--- config.mk ---
export PLATFORM = sky130hd
export DESIGN_NAME = punct_conv_enc_serial
export DESIGN_NICKNAME = d
export VERILOG_FILES = /design/src/rtl/pce_pkg.sv /design/src/rtl/pce_taps.sv /design/src/rtl/pce_collect.sv /design/src/rtl/pce_serial.sv /design/src/rtl/punct_conv_enc_serial.sv
export SDC_FILE = /design/constraint.sdc
export NUM_CORES = 1
export LEC_CHECK = 0
export ABC_CLOCK_PERIOD_IN_PS = 3300
export BUFFER_PORTS_ARGS = -buffer_cell sky130_fd_sc_hd__buf_4
export CAP_MARGIN = 20
export CORE_UTILIZATION = 35
export CTS_BUF_LIST = sky130_fd_sc_hd__clkbuf_8
export CTS_CLUSTER_DIAMETER = 120
export CTS_CLUSTER_SIZE = 16
export DETAILED_ROUTE_END_ITERATION = 7
export PLACE_DENSITY_LB_ADDON = 0.15
export SKIP_LAST_GASP = 1
export SLEW_MARGIN = 25
export SYNTH_ARGS = -nofsm -noshare
export SYNTH_HDL_FRONTEND = slang
export SYNTH_SLANG_ARGS = --single-unit
--- constraint.sdc ---
create_clock -name clk -period 3.3 [get_ports clk]
set_input_delay 0.33 -clock clk [delete_from_list [all_inputs] [get_ports clk]]
set_output_delay 0.33 -clock clk [all_outputs]
set_load 0.05 [all_outputs]
--- src/rtl/pce_pkg.sv ---
package pce_pkg;
  function automatic int count_ones(input logic [31:0] v);
    int s;
    s = 0;
    for (int i = 0; i < 32; i++) s += int'(v[i]);
    return s;
  endfunction
endpackage

--- src/rtl/pce_taps.sv ---
module pce_taps #(
  parameter int CLEN = 7,
  parameter logic [CLEN-1:0] GEN0 = 7'b1011011,
  parameter logic [CLEN-1:0] GEN1 = 7'b1111001
) (
  input  logic clk,
  input  logic srst,
  input  logic step,
  input  logic bit_i,
  output logic enc0,
  output logic enc1
);
  localparam int HW = CLEN - 1;

  logic [HW-1:0]   hist;
  logic [CLEN-1:0] window;

  assign window = {hist, bit_i};
  assign enc0   = ^(window & GEN0);
  assign enc1   = ^(window & GEN1);

  always_ff @(posedge clk) begin
    if (srst)      hist <= '0;
    else if (step) hist <= window[HW-1:0];
  end


  hist_clear_chk: assert property (@(posedge clk) srst |=> (hist == '0));
endmodule

--- src/rtl/pce_collect.sv ---
module pce_collect #(
  parameter int PLEN = 3,
  parameter logic [PLEN-1:0] PAT0 = 3'b101,
  parameter logic [PLEN-1:0] PAT1 = 3'b011,
  parameter int KEPT = 4
) (
  input  logic            clk,
  input  logic            srst,
  input  logic            en,
  input  logic            req,
  input  logic            first,
  input  logic            enc0,
  input  logic            enc1,
  output logic            accept,
  output logic            ready,
  output logic            first_ok,
  output logic            blk_done,
  output logic [KEPT-1:0] blk_bits
);
  localparam int GAP = KEPT - PLEN;
  localparam int PW  = (PLEN > 1) ? $clog2(PLEN) : 1;
  localparam int GW  = $clog2(PLEN + 1);

  logic [PW-1:0]   pos, slot;
  logic [GW-1:0]   gap_cnt;
  logic            first_prev, restart;
  logic [PLEN-1:0] col0, col1, col0_n, col1_n;
  logic [KEPT-1:0] hold;

  function automatic logic [KEPT-1:0] squeeze(input logic [PLEN-1:0] a,
                                              input logic [PLEN-1:0] b);
    logic [KEPT-1:0] r;
    int k;
    r = '0;
    k = 0;
    for (int j = 0; j < PLEN; j++) begin
      if (PAT0[j]) begin
        if (k < KEPT) r[k] = a[j];
        k++;
      end
      if (PAT1[j]) begin
        if (k < KEPT) r[k] = b[j];
        k++;
      end
    end
    return r;
  endfunction

  assign ready    = (gap_cnt == '0);
  assign first_ok = ready && (pos == '0);
  assign accept   = en && req && ready && !srst;
  assign restart  = accept && first && !first_prev;
  assign slot     = restart ? '0 : pos;
  assign blk_done = accept && (slot == PW'(PLEN - 1));
  assign blk_bits = hold;

  always_comb begin
    col0_n = col0;
    col1_n = col1;
    col0_n[slot] = enc0;
    col1_n[slot] = enc1;
  end

  always_ff @(posedge clk) begin
    if (srst) begin
      pos        <= '0;
      gap_cnt    <= '0;
      first_prev <= 1'b0;
      col0       <= '0;
      col1       <= '0;
      hold       <= '0;
    end else if (en) begin
      if (accept) begin
        col0       <= col0_n;
        col1       <= col1_n;
        first_prev <= first;
        pos        <= blk_done ? '0 : slot + 1'b1;
      end
      if (blk_done)
        hold <= squeeze(col0_n, col1_n);
      if (blk_done)
        gap_cnt <= GW'(GAP);
      else if (gap_cnt != '0)
        gap_cnt <= gap_cnt - 1'b1;
    end
  end


  stall_after_block_chk: assert property (@(posedge clk) disable iff (srst)
    blk_done |=> !ready);

  stall_ignores_req_chk: assert property (@(posedge clk) disable iff (srst)
    (en && req && !ready) |=> (pos == $past(pos)));

  first_drop_chk: assert property (@(posedge clk) disable iff (srst)
    restart |=> !first_ok);

  restart_pos_chk: assert property (@(posedge clk) disable iff (srst)
    restart |=> (pos == PW'(1)));
endmodule

--- src/rtl/pce_serial.sv ---
module pce_serial #(
  parameter int KEPT = 4
) (
  input  logic            clk,
  input  logic            srst,
  input  logic            en,
  input  logic            load,
  input  logic [KEPT-1:0] blk,
  output logic            out_bit,
  output logic            out_vld
);
  localparam int CW = $clog2(KEPT + 1);

  logic [KEPT-1:0] sh;
  logic [CW-1:0]   cnt;

  always_ff @(posedge clk) begin
    if (srst) begin
      sh      <= '0;
      cnt     <= '0;
      out_bit <= 1'b0;
      out_vld <= 1'b0;
    end else if (en) begin
      out_vld <= (cnt != '0);
      out_bit <= (cnt != '0) ? sh[0] : 1'b0;
      if (load) begin
        sh  <= blk;
        cnt <= CW'(KEPT);
      end else if (cnt != '0) begin
        sh  <= sh >> 1;
        cnt <= cnt - 1'b1;
      end
    end
  end


  run_continues_chk: assert property (@(posedge clk) disable iff (srst)
    (en && cnt != '0) |=> out_vld);

  no_overrun_chk: assert property (@(posedge clk) disable iff (srst)
    load |-> (cnt <= CW'(1)));

  freeze_out_chk: assert property (@(posedge clk) disable iff (srst)
    !en |=> ($stable(out_bit) && $stable(out_vld)));
endmodule

--- src/rtl/punct_conv_enc_serial.sv ---
module punct_conv_enc_serial #(
  parameter int CLEN = 7,
  parameter logic [CLEN-1:0] GEN0 = 7'b1011011,
  parameter logic [CLEN-1:0] GEN1 = 7'b1111001,
  parameter int PLEN = 3,
  parameter logic [PLEN-1:0] PAT0 = 3'b101,
  parameter logic [PLEN-1:0] PAT1 = 3'b011
) (
  input  logic clk,
  input  logic srst,
  input  logic en,
  input  logic in_vld,
  input  logic in_bit,
  input  logic in_first,
  output logic in_rdy,
  output logic first_ok,
  output logic out_bit,
  output logic out_vld
);
  localparam int KEPT = pce_pkg::count_ones(32'(PAT0)) + pce_pkg::count_ones(32'(PAT1));

  logic            accept, enc0, enc1, blk_done;
  logic [KEPT-1:0] blk_bits;

  pce_taps #(.CLEN(CLEN), .GEN0(GEN0), .GEN1(GEN1)) u_taps (
    .clk(clk), .srst(srst), .step(accept), .bit_i(in_bit),
    .enc0(enc0), .enc1(enc1)
  );

  pce_collect #(.PLEN(PLEN), .PAT0(PAT0), .PAT1(PAT1), .KEPT(KEPT)) u_coll (
    .clk(clk), .srst(srst), .en(en), .req(in_vld), .first(in_first),
    .enc0(enc0), .enc1(enc1), .accept(accept), .ready(in_rdy),
    .first_ok(first_ok), .blk_done(blk_done), .blk_bits(blk_bits)
  );

  pce_serial #(.KEPT(KEPT)) u_ser (
    .clk(clk), .srst(srst), .en(en), .load(blk_done), .blk(blk_bits),
    .out_bit(out_bit), .out_vld(out_vld)
  );


  reset_state_chk: assert property (@(posedge clk)
    srst |=> (in_rdy && first_ok && !out_vld));
endmodule

==> run_results.csv <==
group,metric,value,unit
layout,fin_nets,148,
sta,hold_violations,0,
yosys,synth_area_per_cell,8.947,um2
placed_design,placed_area,1267,um2
sta,tns,0,ps
floorplanning,num_rows,20,
yosys,syn_nets,142,
floorplanning,ioPinCount,10,
yosys,seq_area_frac_synth,45.43,%
critical_path,worstReg2RegEnd,"u_coll.gap_cnt[1]",
sta,rsz0062_at_grt,"no",
yosys,synth_most_common_cell,"dfxtp_1",
critical_path,arrival,2430,ps
pwr,p_comb_share,29.7,%
layout,fillCellCount,332,
layout,drive_gt1_share,11.59,%
yosys,synth_ff_type,"dfxtp_1",
pwr,ir_drop,0.3076,mV
critical_path,cp_slowest_cell,"and4b_1",
cts,clk_latency,280,ps
routing,ant_nets,0,
yosys,yosysTopAreaCell,"dfxtp_1",
cts,postCtsSetupBuffers,0,
yosys,synthCells,133,
yosys,synth-seq-cells,27,
pwr,p_leak,0.4933,nW
placed_design,port_buffers,9,
critical_path,criticalPathCategory,"flip-flop to flip-flop",
floorplanning,dieArea,3637,um2
sta,tightest_slew,553.2,ps
critical_path,crit_path_end_kind,"flip-flop",
layout,register_area,540.5,um2
placed_design,gp_congestion,0.7646,
floorplanning,start_util,38.04,%
job,cap_violations,0,
pwr,swShare,33.33,%
hold_path,hp-start,"in_bit",
hold_path,worstHoldPathCells,3,
layout,area_growth,10.41,%
routing,drtIter0Drc,54,
hold_path,hp-class,"primary input to flip-flop",
sta,report.final.slew_viol_count,0,
routing,via_per_inst,4.780,
global_routing,antenna_found_initial,0,
critical_path,rr_startpoint,"u_coll.gap_cnt[0]",
yosys,synth_area,1190,um2
cts,cts_sinks,27,
global_routing,grt_pass1_vias,767,
pwr,powerDensity,613.2,nW/um2
global_routing,grt_first_pass_wirelength,3650,um
global_routing,grt_usage,13.88,%
global_routing,grt_max_degree,21,
layout,postLayoutCellArea,1314,um2
yosys,synth-edff-count,0,
sta,setup_viol,0,
routing,vias,870,
sta,max_freq,443.2,MHz
pwr,seqPwrFrac,46.4,%
critical_path,worst_ep_required_time,3470,ps
sta,relSlewSlack,63.09,%
routing,dr.pass1.iters,4,
critical_path,path_delay_family,"simple AND/OR/NAND/NOR gates",
yosys,synth_area_leaders,"dfxtp_1 (45%), nand2_1 (7.6%), mux2i_1 (4.2%)",
yosys,ys.warnings.count,0,
yosys,netlist.area_leader.share,45.43,%
outcome,outcome,"completed",
cts,cts_buffers,3,
pwr,power.total,0.0008056,W
critical_path,startpoint_type,"flip-flop",
yosys,synthArstFlopShare,0,%
cts,cts_hold_buf,0,
sta,period_minus_slack,2256,ps
yosys,ys_top_cells_by_count,"dfxtp_1 (27), nand2_1 (24), nor2_1 (9)",
layout,multi_input_area,578.1,um2
pwr,clkPwrFrac,23.8,%
pwr,intPower,0.0005371,W
critical_path,critPathMaxStageDelay,570,ps
pwr,p_sw,0.0002685,W
hold_path,min_to,"u_taps.hist[0]",
cts,cts-htree-levels,1,
floorplanning,core,3128,um2
cts,post_cts_resized,0,
critical_path,crit_chain,"inv_1 > ha_1 > and4b_1 > nand4bb_1 > a21boi_0 > o31ai_1",
critical_path,path_buf_inv,1,
cts,clk_path_buf_depth,2,
placed_design,dp_hpwl,1458,um
routing,finalWirelength,2085,um
sta,clock-skew-final,5.791,ps
cts,cts_tree,"done",
floorplanning,die_w,60.31,um
sta,fin_crit_sh,68.37,%
cts,clk_pin_slew,90,ps
critical_path,crit_path_max_fanout,18,
routing,drc,0,
cts,cts_root_buf,"clkbuf_8",
layout,diodes,0,
routing,wl_per_cell,11.46,um
floorplanning,die_height,60.31,um
yosys,synth_cell_type_count,34,
critical_path,r2r_setup_slack,1040,ps
global_routing,grt_overflow_total,0,
critical_path,ff2ff_path_depth,6,
## layout by cell type, fill, tap and decap left out, types with 2 or more instances in the layout
master / count
dfxtp_1: 27
nand2_1: 24
nor2_1: 9
buf_4: 9
o21ai_0: 8
inv_1: 6
a21oi_1: 5
mux2i_1: 5
nand3_1: 4
xnor2_1: 4
nor2b_1: 3
a31oi_1: 3
a211oi_1: 3
ha_1: 3
clkbuf_8: 3
nor3_1: 2
nand2b_1: 2
xor2_1: 2
o31ai_1: 2
## power groups by stage
stage	logic [W]	clock network (W)	registers [W]
after floorplan	0.000191	0	0.000388
after global placement	0.000237	0	0.000381
after detailed placement	0.000242	0	0.000381
after CTS	0.000242	0.000199	0.000374
after global routing	0.000271	0.000211	0.000377
final	0.000240	0.000192	0.000374
## state kept, by name, indices dropped and copies added, names as in the netlist, 2 cells and up
register,flops
u_ser.sh,4
u_ser.cnt,3
u_coll.gap_cnt,2
u_taps.hist,6
u_coll.col1,2
u_coll.blk_bits,4
u_coll.pos,2
## worst register-to-register path, cell delays in order (launching register included)
cell and delay (ps):
dfxtp_1 330, inv_1 60, ha_1 210, and4b_1 570, nand4bb_1 480, a21boi_0 400, o31ai_1 100
## final cells by class
cell class              instances  share of cell area (%)
clock buffers                   3                   3.143
repair buffers                  9                   5.143
well taps                      44                   4.190
multi-input cells              91                   44.00
inverters                       7                   2.000
flip-flops and latches         27                   41.14
clock inverters                 1                  0.3810
## layer usage
layer	global-route usage, %	vias up	wire [um]
met2	18.84	11	841
met3	4.545	5	91
met1	19.42	397	1110
met4	6.977	0	42
li1	-	457	-
met5	0	-	0
## cells by family (layout without fill, tap and decap cells)
| kind of cell | after synthesis | count (layout) | share of synthesized area (%) |
|---|---|---|---|
| DFF | 27 | 27 | 45.43 |
| buffers and inverters | 15 | 20 | 5.993 |
| and+or+nand+nor | 49 | 49 | 19.98 |
| adders and majority gates | 3 | 3 | 3.155 |
| AOI/OAI and AO/OA | 27 | 27 | 14.93 |
| muxes | 5 | 5 | 4.206 |
| xor gates and xnor gates | 7 | 7 | 6.309 |
## metrics by stage
stage | hold slack [ps] | instances | util [%] | worst slack, ps
final | 264.5 | 182 | 42.00 | 1044
after global routing | 264.1 | 182 | 42.00 | 810.2
after CTS | 258.4 | 182 | 42.00 | 1059
after detailed placement | 446.5 | 178 | 40.52 | 1051
after global placement | 439.2 | 178 | 40.52 | 1118
after floorplan | 424.3 | 133 | - | 927.7
## how the worst max path moves through the flow
| stage | startpoint | to | slack, ps | cells past startpoint |
|---|---|---|---|---|
| 5_1_grt | u_coll.gap_cnt[0] | u_coll.gap_cnt[1] | 810 | 6 |
| 4_1_cts | u_coll.gap_cnt[0] | u_coll.gap_cnt[1] | 1060 | 6 |
| 2_1_floorplan | u_coll.gap_cnt[0] | first_ok | 930 | 4 |
| 3_3_place_gp | srst | u_coll.gap_cnt[1] | 1120 | 5 |
| 6_report | u_coll.gap_cnt[0] | u_coll.gap_cnt[1] | 1040 | 6 |
| 3_5_place_dp | srst | u_coll.gap_cnt[1] | 1050 | 5 |
(Power assumes the default switching activity.)
